File: config.mk
export PLATFORM = sky130hd
export DESIGN_NAME = isp_sequencer
export DESIGN_NICKNAME = d
export VERILOG_FILES = /design/src/rtl/isp_seq_pkg.sv /design/src/rtl/isp_shifter.sv /design/src/rtl/isp_timer.sv /design/src/rtl/isp_sequencer.sv
export SDC_FILE = /design/constraint.sdc
export NUM_CORES = 1
export LEC_CHECK = 0
export ABC_CLOCK_PERIOD_IN_PS = 5400
export BUFFER_PORTS_ARGS = -buffer_cell sky130_fd_sc_hd__buf_2
export CORE_MARGIN = 1
export CORE_UTILIZATION = 59
export CTS_CLUSTER_DIAMETER = 80
export DETAILED_ROUTE_END_ITERATION = 8
export PLACE_DENSITY = 0.74
export RECOVER_POWER = 50
export REMOVE_ABC_BUFFERS = 1
export SLEW_MARGIN = 10
export SYNTH_ARGS = -nofsm -noshare
export SYNTH_HDL_FRONTEND = slang
export SYNTH_HIERARCHICAL = 1
export SYNTH_SLANG_ARGS = --single-unit
File: constraint.sdc
create_clock -name clk -period 5.4 [get_ports clk]
set_clock_uncertainty 0.05 [all_clocks]
set_input_delay 1.08 -clock clk [delete_from_list [all_inputs] [get_ports clk]]
set_output_delay 1.08 -clock clk [all_outputs]
set_load 0.05 [all_outputs]
File: src/rtl/isp_seq_pkg.sv
package isp_seq_pkg;

  typedef enum logic [2:0] {
    STG_IDLE   = 3'd0,
    STG_ENTER  = 3'd1,
    STG_ID     = 3'd2,
    STG_ERASE  = 3'd3,
    STG_PROG   = 3'd4,
    STG_VERIFY = 3'd5,
    STG_EXIT   = 3'd6
  } stage_e;

  typedef enum logic [1:0] {
    PK_NONE  = 2'd0,
    PK_ERASE = 2'd1,
    PK_PROG  = 2'd2,
    PK_READ  = 2'd3
  } pulse_kind_e;

  typedef enum logic [4:0] {
    S_IDLE,
    S_ENTER,
    S_ID_INS,
    S_ID_DAT,
    S_ID_CHK,
    S_ER_INS,
    S_ER_PULSE,
    S_PG_FETCH,
    S_PG_INS,
    S_PG_ADR,
    S_PG_DAT,
    S_PG_PULSE,
    S_VF_INS,
    S_VF_ADR,
    S_VF_PULSE,
    S_VF_FETCH,
    S_VF_DAT,
    S_VF_CHK,
    S_EXIT,
    S_DONE
  } seq_state_e;

endpackage

File: src/rtl/isp_shifter.sv
module isp_shifter #(
  parameter int MAXW = 16,
  parameter int CW   = $clog2(MAXW + 1)
) (
  input  logic            clk,
  input  logic            rst_n,
  input  logic            start,
  input  logic [MAXW-1:0] word,
  input  logic [CW-1:0]   nbits,
  input  logic            tdo,
  output logic            tck_en,
  output logic            tdi,
  output logic            last,
  output logic [MAXW-1:0] cap
);

  logic            active;
  logic [MAXW-1:0] sr;
  logic [CW-1:0]   idx;
  logic [CW-1:0]   nb;

  assign tck_en = active;
  assign tdi    = active ? sr[idx] : 1'b0;
  assign last   = active && (idx == nb - CW'(1));

  always_ff @(posedge clk) begin
    if (!rst_n) begin
      active <= 1'b0;
      sr     <= '0;
      idx    <= '0;
      nb     <= '0;
      cap    <= '0;
    end else begin
      if (active) begin
        cap[idx] <= tdo;
        idx      <= idx + CW'(1);
        if (last) active <= 1'b0;
      end
      if (start) begin
        active <= 1'b1;
        sr     <= word;
        idx    <= '0;
        nb     <= nbits;
      end
    end
  end

  // A new word may only begin once the previous word is on its final bit.
  assert_no_start_midword_R9: assert property (@(posedge clk) disable iff (!rst_n)
    start |-> (!active || last));

endmodule

File: src/rtl/isp_timer.sv
module isp_timer #(
  parameter int TW = 8
) (
  input  logic          clk,
  input  logic          rst_n,
  input  logic          start,
  input  logic [TW-1:0] load,
  output logic          active,
  output logic          last
);

  logic [TW-1:0] cnt;

  assign last = active && (cnt == TW'(1));

  always_ff @(posedge clk) begin
    if (!rst_n) begin
      active <= 1'b0;
      cnt    <= '0;
    end else if (start) begin
      active <= 1'b1;
      cnt    <= load;
    end else if (active) begin
      cnt <= cnt - TW'(1);
      if (last) active <= 1'b0;
    end
  end

  // Timed intervals never overlap: a new one starts only from idle.
  assert_timer_idle_start_R3: assert property (@(posedge clk) disable iff (!rst_n)
    start |-> !active);

endmodule

File: src/rtl/isp_sequencer.sv
module isp_sequencer
  import isp_seq_pkg::*;
#(
  parameter int               CLK_HZ    = 100_000_000,
  parameter int               INSTR_W   = 8,
  parameter int               ADDR_W    = 4,
  parameter int               NUM_ADDR  = 16,
  parameter int               DATA_W    = 16,
  parameter int               ID_W      = 16,
  parameter logic [ID_W-1:0]  ID_VALUE  = 16'hA5C3,
  parameter logic [INSTR_W-1:0] OP_ID     = 8'h59,
  parameter logic [INSTR_W-1:0] OP_ERASE  = 8'h92,
  parameter logic [INSTR_W-1:0] OP_PROG   = 8'h2F,
  parameter logic [INSTR_W-1:0] OP_VERIFY = 8'h05,
  parameter int               PROG_CYC  = 1000,
  parameter int               READ_CYC  = 10
) (
  input  logic              clk,
  input  logic              rst_n,
  input  logic              start,
  input  logic              verify_only,
  output logic              busy,
  output logic              done,
  output logic [2:0]        stage,
  output logic              id_fail,
  output logic              vfy_fail,
  output logic [ADDR_W-1:0] fail_addr,
  output logic [ADDR_W-1:0] pat_addr,
  input  logic [DATA_W-1:0] pat_data,
  input  logic              pat_valid,
  output logic              pat_ready,
  output logic              tck_en,
  output logic              tdi,
  input  logic              tdo,
  output logic              pulse,
  output logic [1:0]        pulse_kind
);

  localparam int MODE_CYC  = CLK_HZ / 1000;
  localparam int ERASE_CYC = CLK_HZ / 10;
  localparam int W_AB      = (INSTR_W > ADDR_W) ? INSTR_W : ADDR_W;
  localparam int W_CD      = (DATA_W > ID_W) ? DATA_W : ID_W;
  localparam int MAXW      = (W_AB > W_CD) ? W_AB : W_CD;
  localparam int SCW       = $clog2(MAXW + 1);
  localparam int T_AB      = (MODE_CYC > ERASE_CYC) ? MODE_CYC : ERASE_CYC;
  localparam int T_CD      = (PROG_CYC > READ_CYC) ? PROG_CYC : READ_CYC;
  localparam int TMAX      = (T_AB > T_CD) ? T_AB : T_CD;
  localparam int TW        = $clog2(TMAX + 1);
  localparam logic [ADDR_W-1:0] LAST_ADDR = ADDR_W'(NUM_ADDR - 1);

  seq_state_e        st, nxt;
  logic [ADDR_W-1:0] addr_q;
  logic [DATA_W-1:0] word_q;
  logic              mode_q;

  logic              sh_start, sh_last;
  logic [MAXW-1:0]   sh_word, sh_cap;
  logic [SCW-1:0]    sh_nb;
  logic              tm_start, tm_last, tm_active;
  logic [TW-1:0]     tm_load;

  logic id_ok, at_last, vf_miss;

  assign id_ok   = (sh_cap[ID_W-1:0] == ID_VALUE);
  assign at_last = (addr_q == LAST_ADDR);
  assign vf_miss = (sh_cap[DATA_W-1:0] != word_q);

  // Next-state selection
  always_comb begin
    nxt = st;
    unique case (st)
      S_IDLE, S_DONE: if (start)     nxt = S_ENTER;
      S_ENTER:        if (tm_last)   nxt = S_ID_INS;
      S_ID_INS:       if (sh_last)   nxt = S_ID_DAT;
      S_ID_DAT:       if (sh_last)   nxt = S_ID_CHK;
      S_ID_CHK:       nxt = !id_ok ? S_EXIT : (mode_q ? S_VF_INS : S_ER_INS);
      S_ER_INS:       if (sh_last)   nxt = S_ER_PULSE;
      S_ER_PULSE:     if (tm_last)   nxt = S_PG_FETCH;
      S_PG_FETCH:     if (pat_valid) nxt = S_PG_INS;
      S_PG_INS:       if (sh_last)   nxt = S_PG_ADR;
      S_PG_ADR:       if (sh_last)   nxt = S_PG_DAT;
      S_PG_DAT:       if (sh_last)   nxt = S_PG_PULSE;
      S_PG_PULSE:     if (tm_last)   nxt = at_last ? S_VF_INS : S_PG_FETCH;
      S_VF_INS:       if (sh_last)   nxt = S_VF_ADR;
      S_VF_ADR:       if (sh_last)   nxt = S_VF_PULSE;
      S_VF_PULSE:     if (tm_last)   nxt = S_VF_FETCH;
      S_VF_FETCH:     if (pat_valid) nxt = S_VF_DAT;
      S_VF_DAT:       if (sh_last)   nxt = S_VF_CHK;
      S_VF_CHK:       nxt = at_last ? S_EXIT : S_VF_INS;
      S_EXIT:         if (tm_last)   nxt = S_DONE;
      default:        nxt = S_IDLE;
    endcase
  end

  // Shift launch on entry to a shifting state
  always_comb begin
    sh_word = '0;
    sh_nb   = '0;
    unique case (nxt)
      S_ID_INS: begin sh_word = MAXW'(OP_ID);     sh_nb = SCW'(INSTR_W); end
      S_ID_DAT: begin sh_word = '0;               sh_nb = SCW'(ID_W);    end
      S_ER_INS: begin sh_word = MAXW'(OP_ERASE);  sh_nb = SCW'(INSTR_W); end
      S_PG_INS: begin sh_word = MAXW'(OP_PROG);   sh_nb = SCW'(INSTR_W); end
      S_PG_ADR: begin sh_word = MAXW'(addr_q);    sh_nb = SCW'(ADDR_W);  end
      S_PG_DAT: begin sh_word = MAXW'(word_q);    sh_nb = SCW'(DATA_W);  end
      S_VF_INS: begin sh_word = MAXW'(OP_VERIFY); sh_nb = SCW'(INSTR_W); end
      S_VF_ADR: begin sh_word = MAXW'(addr_q);    sh_nb = SCW'(ADDR_W);  end
      S_VF_DAT: begin sh_word = '0;               sh_nb = SCW'(DATA_W);  end
      default: ;
    endcase
  end
  assign sh_start = (nxt != st) && (sh_nb != '0);

  // Timer launch on entry to a timed state
  always_comb begin
    tm_load = '0;
    unique case (nxt)
      S_ENTER, S_EXIT: tm_load = TW'(MODE_CYC);
      S_ER_PULSE:      tm_load = TW'(ERASE_CYC);
      S_PG_PULSE:      tm_load = TW'(PROG_CYC);
      S_VF_PULSE:      tm_load = TW'(READ_CYC);
      default: ;
    endcase
  end
  assign tm_start = (nxt != st) && (tm_load != '0);

  isp_shifter #(.MAXW(MAXW), .CW(SCW)) u_shift (
    .clk    (clk),
    .rst_n  (rst_n),
    .start  (sh_start),
    .word   (sh_word),
    .nbits  (sh_nb),
    .tdo    (tdo),
    .tck_en (tck_en),
    .tdi    (tdi),
    .last   (sh_last),
    .cap    (sh_cap)
  );

  isp_timer #(.TW(TW)) u_timer (
    .clk    (clk),
    .rst_n  (rst_n),
    .start  (tm_start),
    .load   (tm_load),
    .active (tm_active),
    .last   (tm_last)
  );

  // Sequencer state and result registers
  always_ff @(posedge clk) begin
    if (!rst_n) begin
      st        <= S_IDLE;
      addr_q    <= '0;
      word_q    <= '0;
      mode_q    <= 1'b0;
      id_fail   <= 1'b0;
      vfy_fail  <= 1'b0;
      fail_addr <= '0;
    end else begin
      st <= nxt;
      unique case (st)
        S_IDLE, S_DONE: if (start) begin
          mode_q    <= verify_only;
          id_fail   <= 1'b0;
          vfy_fail  <= 1'b0;
          fail_addr <= '0;
          addr_q    <= '0;
        end
        S_ID_CHK: begin
          addr_q <= '0;
          if (!id_ok) id_fail <= 1'b1;
        end
        S_PG_FETCH, S_VF_FETCH: if (pat_valid) word_q <= pat_data;
        S_PG_PULSE: if (tm_last) addr_q <= at_last ? '0 : addr_q + ADDR_W'(1);
        S_VF_CHK: begin
          if (vf_miss) begin
            vfy_fail <= 1'b1;
            if (!vfy_fail) fail_addr <= addr_q;
          end
          if (!at_last) addr_q <= addr_q + ADDR_W'(1);
        end
        default: ;
      endcase
    end
  end

  // Output decode
  always_comb begin
    unique case (st)
      S_ENTER:                                     stage = STG_ENTER;
      S_ID_INS, S_ID_DAT, S_ID_CHK:                stage = STG_ID;
      S_ER_INS, S_ER_PULSE:                        stage = STG_ERASE;
      S_PG_FETCH, S_PG_INS, S_PG_ADR, S_PG_DAT,
      S_PG_PULSE:                                  stage = STG_PROG;
      S_VF_INS, S_VF_ADR, S_VF_PULSE, S_VF_FETCH,
      S_VF_DAT, S_VF_CHK:                          stage = STG_VERIFY;
      S_EXIT:                                      stage = STG_EXIT;
      default:                                     stage = STG_IDLE;
    endcase
  end

  always_comb begin
    pulse_kind = PK_NONE;
    if (tm_active) begin
      unique case (st)
        S_ER_PULSE: pulse_kind = PK_ERASE;
        S_PG_PULSE: pulse_kind = PK_PROG;
        S_VF_PULSE: pulse_kind = PK_READ;
        default:    pulse_kind = PK_NONE;
      endcase
    end
  end

  assign pulse     = (pulse_kind != PK_NONE);
  assign busy      = (st != S_IDLE) && (st != S_DONE);
  assign done      = (st == S_DONE);
  assign pat_ready = (st == S_PG_FETCH) || (st == S_VF_FETCH);
  assign pat_addr  = addr_q;

  // After an identity mismatch no pulse of any kind may follow.
  assert_no_pulse_after_idfail_R7: assert property (@(posedge clk) disable iff (!rst_n)
    id_fail |-> !pulse);

  // Erase pulses belong only to full-mode sessions.
  assert_erase_only_full_R2: assert property (@(posedge clk) disable iff (!rst_n)
    (pulse && pulse_kind == PK_ERASE) |-> !mode_q);

  // A stalled pattern request keeps its address and its ready.
  assert_fetch_hold_R10: assert property (@(posedge clk) disable iff (!rst_n)
    (pat_ready && !pat_valid) |=> (pat_ready && $stable(pat_addr)));

  // The first failing address is kept once the sticky flag is up.
  assert_failaddr_stable_R8: assert property (@(posedge clk) disable iff (!rst_n)
    (vfy_fail && $past(vfy_fail)) |-> $stable(fail_addr));

  // Completion is reported only straight out of the exit stage.
  assert_done_after_exit_R3: assert property (@(posedge clk) disable iff (!rst_n)
    $rose(done) |-> ($past(stage) == STG_EXIT));

endmodule

==> reports/qor.yml, run 1 <==
status: "complete, but fails checks"
violations: "max-capacitance violations, max-slew violations"
final_common_cell: "dfxtp_1"
setup_viol: 0
crit_arrival_ns: 5.13
crit_start: "u_timer/cnt[16]"
slew_viol_final: 79
finalCritPeriodShare_pct: 90.3
p_leak_nw: 2.47
cts_root_buffer: "clkbuf_8"
design.die.area_um2: 11000
gr-usage-met2_pct: 43.6
via_per_inst: 6.07
clk_latency_ns: 0.39
grt_first_pass_wirelength_mm: 24.8
ctsResizeCount: 0
end_kind: "flop"
regArea_um2: 2060
rsz0062_at_grt: "no"
avgSynthCellArea_um2: 8.33
synth_area_leaders: "dfxtp_1 (33%), mux2i_1 (5.0%), nand2_1 (4.9%)"
required_ns: 5.65
layout.nets: 808
cts_tree: "yes"
ys_types: 81
num_rows: 37
final_cell_mix: "dfxtp_1 (103), nand2_1 (81), nor2_1 (49)"
postCtsHoldBufs: 0
whs_path_depth: 2
ant_nets: 0
clock_path_buffers: 2
hp-class: "flop to flop"
min-delay-start: "id_fail"
numCtsBuffers: 9
syn-cell-area_um2: 6230
maxCapViolCount: 1
ir_drop_v: 0.000185
portBuffers: 42
worstSetupPathType: "flop to flop"
async_flop_share_pct: 0
synth_largest_area_cell: "dfxtp_1"
powerDensity_nw_per_um2: 254
busiest_layer: "met2"
yosysSeqAreaShare_pct: 33.1
grt.total_usage_pct: 28.0
dp_hpwl_mm: 10.7
met1_usage_pct: 38.2
grt-ovfl-total: 0
fin_crit_ns: 4.87
grt_pass1_vias: 5165
cts_setup_buffers: 0
yosysWarningCount: 6
drive_gt1_share_pct: 8.11
io_pins: 43
hold_viol_final: 0
worst_r2r_path_depth: 15
die_y_um: 105
synth_edf_count: 0
grt_max_degree: 79
initial_core_util_pct: 60.6
num_vias: 5541
fillers: 908
drc_errors: 0
use_met3_pct: 3.87
dr.pass1.iters: 6
synth-main-ff-cell: "dfxtp_1"
clkTransAtPathRegs_ns: 0.10
fin_tns_setup_ns: 0
drt_iter0_drc: 317
synth.top_cell.area_share_pct: 33.1
fmax_mhz: 205
finalWirelength_mm: 14.9
die_w_um: 105
slew-limit-headroom_pct: -83.7
ys_ff_latch: 103
area_growth_pct: 6.87
startpoint_type: "flop"
syn_inst: 747
core-area_um2: 10300
antenna_found_initial: 0
wl_per_cell_um: 16.4
antenna_cells: 0
r2r_start: "u_timer/cnt[16]"
cp_max_fo: 44
htree_num_levels: 3
place_congestion: 0.912
worst_slew_pin_slew_ns: 2.75
clock_sinks: 103
hold_ws_ns: 0.430
multi_input_comb_area_um2: 3880
==> report_power, final <==
group | internal (mW) | switching [mW] | leakage, nW | total [mW]
sequential | 0.804 | 0.0532 | 0.836 | 0.857
clock | 0.225 | 0.266 | 0.0964 | 0.491
combinational | 0.136 | 0.206 | 1.54 | 0.342
total | 1.17 | 0.525 | 2.47 | 1.69
==> kinds of logic (layout without fill, tap and decap cells) <==
logic type,count (synthesis),after routing,share of synthesized area [%]
adders and majority gates,14,14,2.77
buffers and inverters,73,92,5.20
and+or+nand+nor,302,302,26.6
muxes,35,35,6.67
other,1,12,0.0602
DFF,103,103,33.1
AOI/OAI and AO/OA,180,180,20.0
xor gates and xnor gates,39,39,5.49
==> cell type report <==
type	count	area share (%)
Timing Repair Buffer	53	3.97
Clock inverter	3	0.658
Clock buffer	12	2.18
Sequential cell	103	31.0
Inverter	24	1.35
Multi-Input combinational cell	582	58.3
Tap cell	136	2.56
==> critical path, cell delays in order, from the launching register on <==
cell and delay, ns:
dfxtp_1 0.37, or4_1 0.63, nor4b_1 0.66, nand3_1 0.14
nor2_1 0.23, nand4_1 0.12, a32o_1 0.30, a211oi_1 0.36
o2111ai_1 0.42, xnor2_1 0.36, a22oi_1 0.14, buf_4 0.18
clkinv_1 0.05, buf_4 0.34, o21ai_0 0.17, a31oi_1 0.27
==> sequential cells by signal, summed over array words and instances (netlist names), 3 cells and up <==
register	count
stage	3
u_shift/idx	5
pat_addr	4
u_timer/cnt	24
st	5
word_q	16
u_shift/nb	5
u_shift/cap	16
fail_addr	4
u_shift/sr	16
==> cell usage after synthesis (9+ instances only) <==
master	instances
and2_1	14
nor4_1	9
a21oi_1	23
a211oi_1	12
buf_2	16
or3_1	10
inv_1	23
nand3_1	12
dfxtp_1	103
xnor2_1	16
a21boi_0	33
mux2i_1	31
nor2_1	49
nor3_1	20
a31oi_1	10
xor2_1	23
nor2b_1	36
o21ai_0	38
or4_1	11
nand2_1	81
ha_1	13
nand2b_1	14
clkbuf_1	26
==> final timing paths <==
check | endpoint | slack (ns)
min reg2reg | id_fail | 0.43
min | id_fail | 0.43
max | u_timer/cnt[16] | 0.53
max reg2reg | u_timer/cnt[16] | 0.53
==> routing by layer <==
| layer | part of all wire [%] | up-vias |
|---|---|---|
| met5 | 0 | - |
| met4 | 2.6 | 0 |
| met3 | 5.4 | 34 |
| met2 | 45 | 186 |
| met1 | 47 | 2603 |
| li1 | - | 2718 |
==> per-stage QoR <==
step | total power [mW] | cell area [um^2] | std cells | setup WS (ns) | utilization, %
after global placement | 1.20 | 6500 | 898 | 0.875 | 63.2
final | 1.69 | 6650 | 913 | 0.525 | 64.7
after floorplan | 1.11 | 6030 | 709 | -0.119 | -
after detailed placement | 1.21 | 6500 | 898 | 0.688 | 63.2
after global routing | 1.78 | 6650 | 913 | 0.144 | 64.7
after CTS | 1.70 | 6690 | 913 | 0.668 | 65.1
(Power assumes the default switching activity.)
==> run 2, diff against run 1 <==
ABC_CLOCK_PERIOD_IN_PS = 6000   (was 5400)
clock period = 6 ns   (was 5.4 ns; I/O delays follow)
==> reports/qor.yml, run 2 (synthesis gave the netlist of run 1 again) <==
combPwrFrac_pct: 19.9  # was 20.2%
power_frac_seq_pct: 51.1  # was 50.7%
clock_path_buffers: 2  # unchanged
cts_tree: "yes"  # unchanged
slowest_delay_ns: 0.65  # was 0.66 ns
grt-ovfl-total: 0  # unchanged
die_y_um: 105  # unchanged
portBuffers: 42  # unchanged
num_rows: 37  # unchanged
drive_gt1_share_pct: 8.01  # was 8.11%
maxCapViolCount: 2  # was 1
fin_tns_setup_ns: 0  # unchanged
cts_root_buffer: "clkbuf_8"  # unchanged
final_cell_mix: "dfxtp_1 (103), nand2_1 (81), nor2_1 (49)"  # unchanged
layout.nets: 805  # was 808
fin_crit_ns: 5.57  # was 4.87 ns
largest_reg_flops: 24  # unchanged
place_congestion: 0.859  # was 0.912
antenna_cells: 0  # unchanged
hp-class: "flop to flop"  # unchanged
rsz0062_at_grt: "no"  # unchanged
clkTransAtPathRegs_ns: 0.10  # about the same
postCtsHoldBufs: 0  # unchanged
drc_errors: 0  # unchanged
finalCritPeriodShare_pct: 92.9  # was 90.3%
fmax_mhz: 179  # was 205 MHz
startpoint_type: "flop"  # unchanged
area_growth_pct: 6.51  # was 6.87%
cp_common_cell: "nand3_1"  # was buf_4
ff2ff_setup_slack_ns: 0.43  # was 0.53 ns
post-place-cells: 895  # was 898
grt_pass1_vias: 5176  # was 5165
slew-limit-headroom_pct: -62.8  # was -83.7%
critPathTopFamily: "simple AND/OR/NAND/NOR gates"  # unchanged
numCtsBuffers: 9  # unchanged
initial_core_util_pct: 60.6  # unchanged
via_per_inst: 6.09  # was 6.07
status: "complete, but fails checks"  # unchanged
powerDensity_nw_per_um2: 229  # was 254 nW/um^2
num_vias: 5543  # was 5541
io_pins: 43  # unchanged
required_ns: 6.25  # was 5.65 ns
finalWirelength_mm: 15.3  # was 14.9 mm
slowest_stage: "nor4b_1"  # unchanged
crit_chain: "or4_1 > nor4b_1 > nand3_1 > nor2_1 > nand4_1 > a32o_1 > a41o_1 > a2111oi_4 > nand3_1 > a21o_1 > a22oi_1 > buf_4 > clkinvlp_4 > and4_1 > nor3_1"  # was or4_1 > nor4b_1 > nand3_1 > nor2_1 > nand4_1 > a32o_1 > a211oi_1 > o2111ai_1 > xnor2_1 > a22oi_1 > buf_4 > clkinv_1 > buf_4 > o21ai_0 > a31oi_1
final_common_cell: "dfxtp_1"  # unchanged
design.die.area_um2: 11000  # unchanged
p_sw_uw: 486  # was 525 uW
ir_drop_v: 0.000157  # was 0.000185 V
critPathBufInv: 2  # was 3
clk_latency_ns: 0.38  # was 0.39 ns
violations: "max-capacitance violations, max-slew violations"  # unchanged
p_int_mw: 1.04  # was 1.17 mW
dr.pass1.iters: 4  # was 6
final_cell_area_um2: 6630  # was 6650 um^2
worstSetupPathType: "flop to flop"  # unchanged
regArea_um2: 2060  # unchanged
dp_hpwl_mm: 10.8  # was 10.7 mm
drt_iter0_drc: 261  # was 317
ant_nets: 0  # unchanged
regMostFlops: "u_timer/cnt"  # unchanged
finalNonFillerCells: 910  # was 913
end_kind: "flop"  # unchanged
p_sw_share_pct: 31.9  # was 31.1%
place_area_um2: 6480  # was 6500 um^2
grt.total_usage_pct: 28.4  # was 28.0%
setup_viol: 0  # unchanged
grt_max_degree: 73  # was 79
worst_slew_pin_slew_ns: 2.44  # was 2.75 ns
slew_viol_final: 73  # was 79
multi_input_comb_area_um2: 3880  # unchanged
p_clk_share_pct: 29.0  # was 29.1%
cp_max_fo: 44  # unchanged
antenna_found_initial: 0  # unchanged
die_w_um: 105  # unchanged
fin_total_pwr_mw: 1.52  # was 1.69 mW
fillers: 963  # was 908
core-area_um2: 10300  # unchanged
hold_viol_final: 0  # unchanged
htree_num_levels: 3  # unchanged
grt_first_pass_wirelength_mm: 25.1  # was 24.8 mm
p_leak_nw: 2.46  # was 2.47 nW
wl_per_cell_um: 16.9  # was 16.4 um
crit_arrival_ns: 5.82  # was 5.13 ns
clock_sinks: 103  # unchanged
## run 2: metrics by stage
| stage | hold WS (ns) | setup slack (ns) | util [%] |
|---|---|---|---|
| finish | 0.425 | 0.427 | 64.5 |
| detailed placement | 0.410 | 0.197 | 63.0 |
| CTS | 0.424 | 0.163 | 64.8 |
| global route | 0.482 | 0.0172 | 64.5 |
| floorplan | 0.414 | 0.481 | - |
| global placement | 0.399 | 0.456 | 63.0 |
## run 2: final timing paths
check,start,end,cells after the start
worst max register to register,u_timer/cnt[16],u_timer/cnt[23],15
worst min register to register,id_fail,id_fail,2
worst min-delay path,id_fail,id_fail,2
worst max-delay path,u_timer/cnt[16],u_timer/cnt[23],15
## run 2: tightest hold or removal path, stage by stage, from the launching register on
cell and delay [ns]:
dfxtp_1 0.32, nand2_1 0.04, a21boi_0 0.07
## run 2: final cells by class
cell class / count / share of cell area (%)
multi-input combinational: 582 / 58.5
sequential: 103 / 31.1
timing repair buffer: 50 / 3.64
tap: 136 / 2.57
clock buffer: 10 / 1.92
inverter: 24 / 1.42
clock inverter: 5 / 0.868
## run 2: power groups by stage
stage | Sequential, mW | Combinational [mW] | Clock (mW)
floorplan | 0.794 | 0.202 | 0
global placement | 0.787 | 0.287 | 0
detailed placement | 0.792 | 0.298 | 0
CTS | 0.777 | 0.300 | 0.449
global route | 0.784 | 0.335 | 0.477
finish | 0.778 | 0.303 | 0.441
## run 2: per-layer routing
layer  GRT usage (%)  up-vias  share of wire (%)
li1                -     2711                  -
met1            38.6     2636                 46
met2            46.4      170                 47
met3            3.12       26                4.5
met4            10.9        0                1.7
met5               0        -                  0
## run 2: repair_timing
| item | CTS | global route |
|---|---|---|
| buffers inserted | 0 | 0 |
| hold endpoints to repair | 0 | 0 |
| gates resized for setup | 0 | 1 |
| setup endpoints to repair | 0 | 23 |
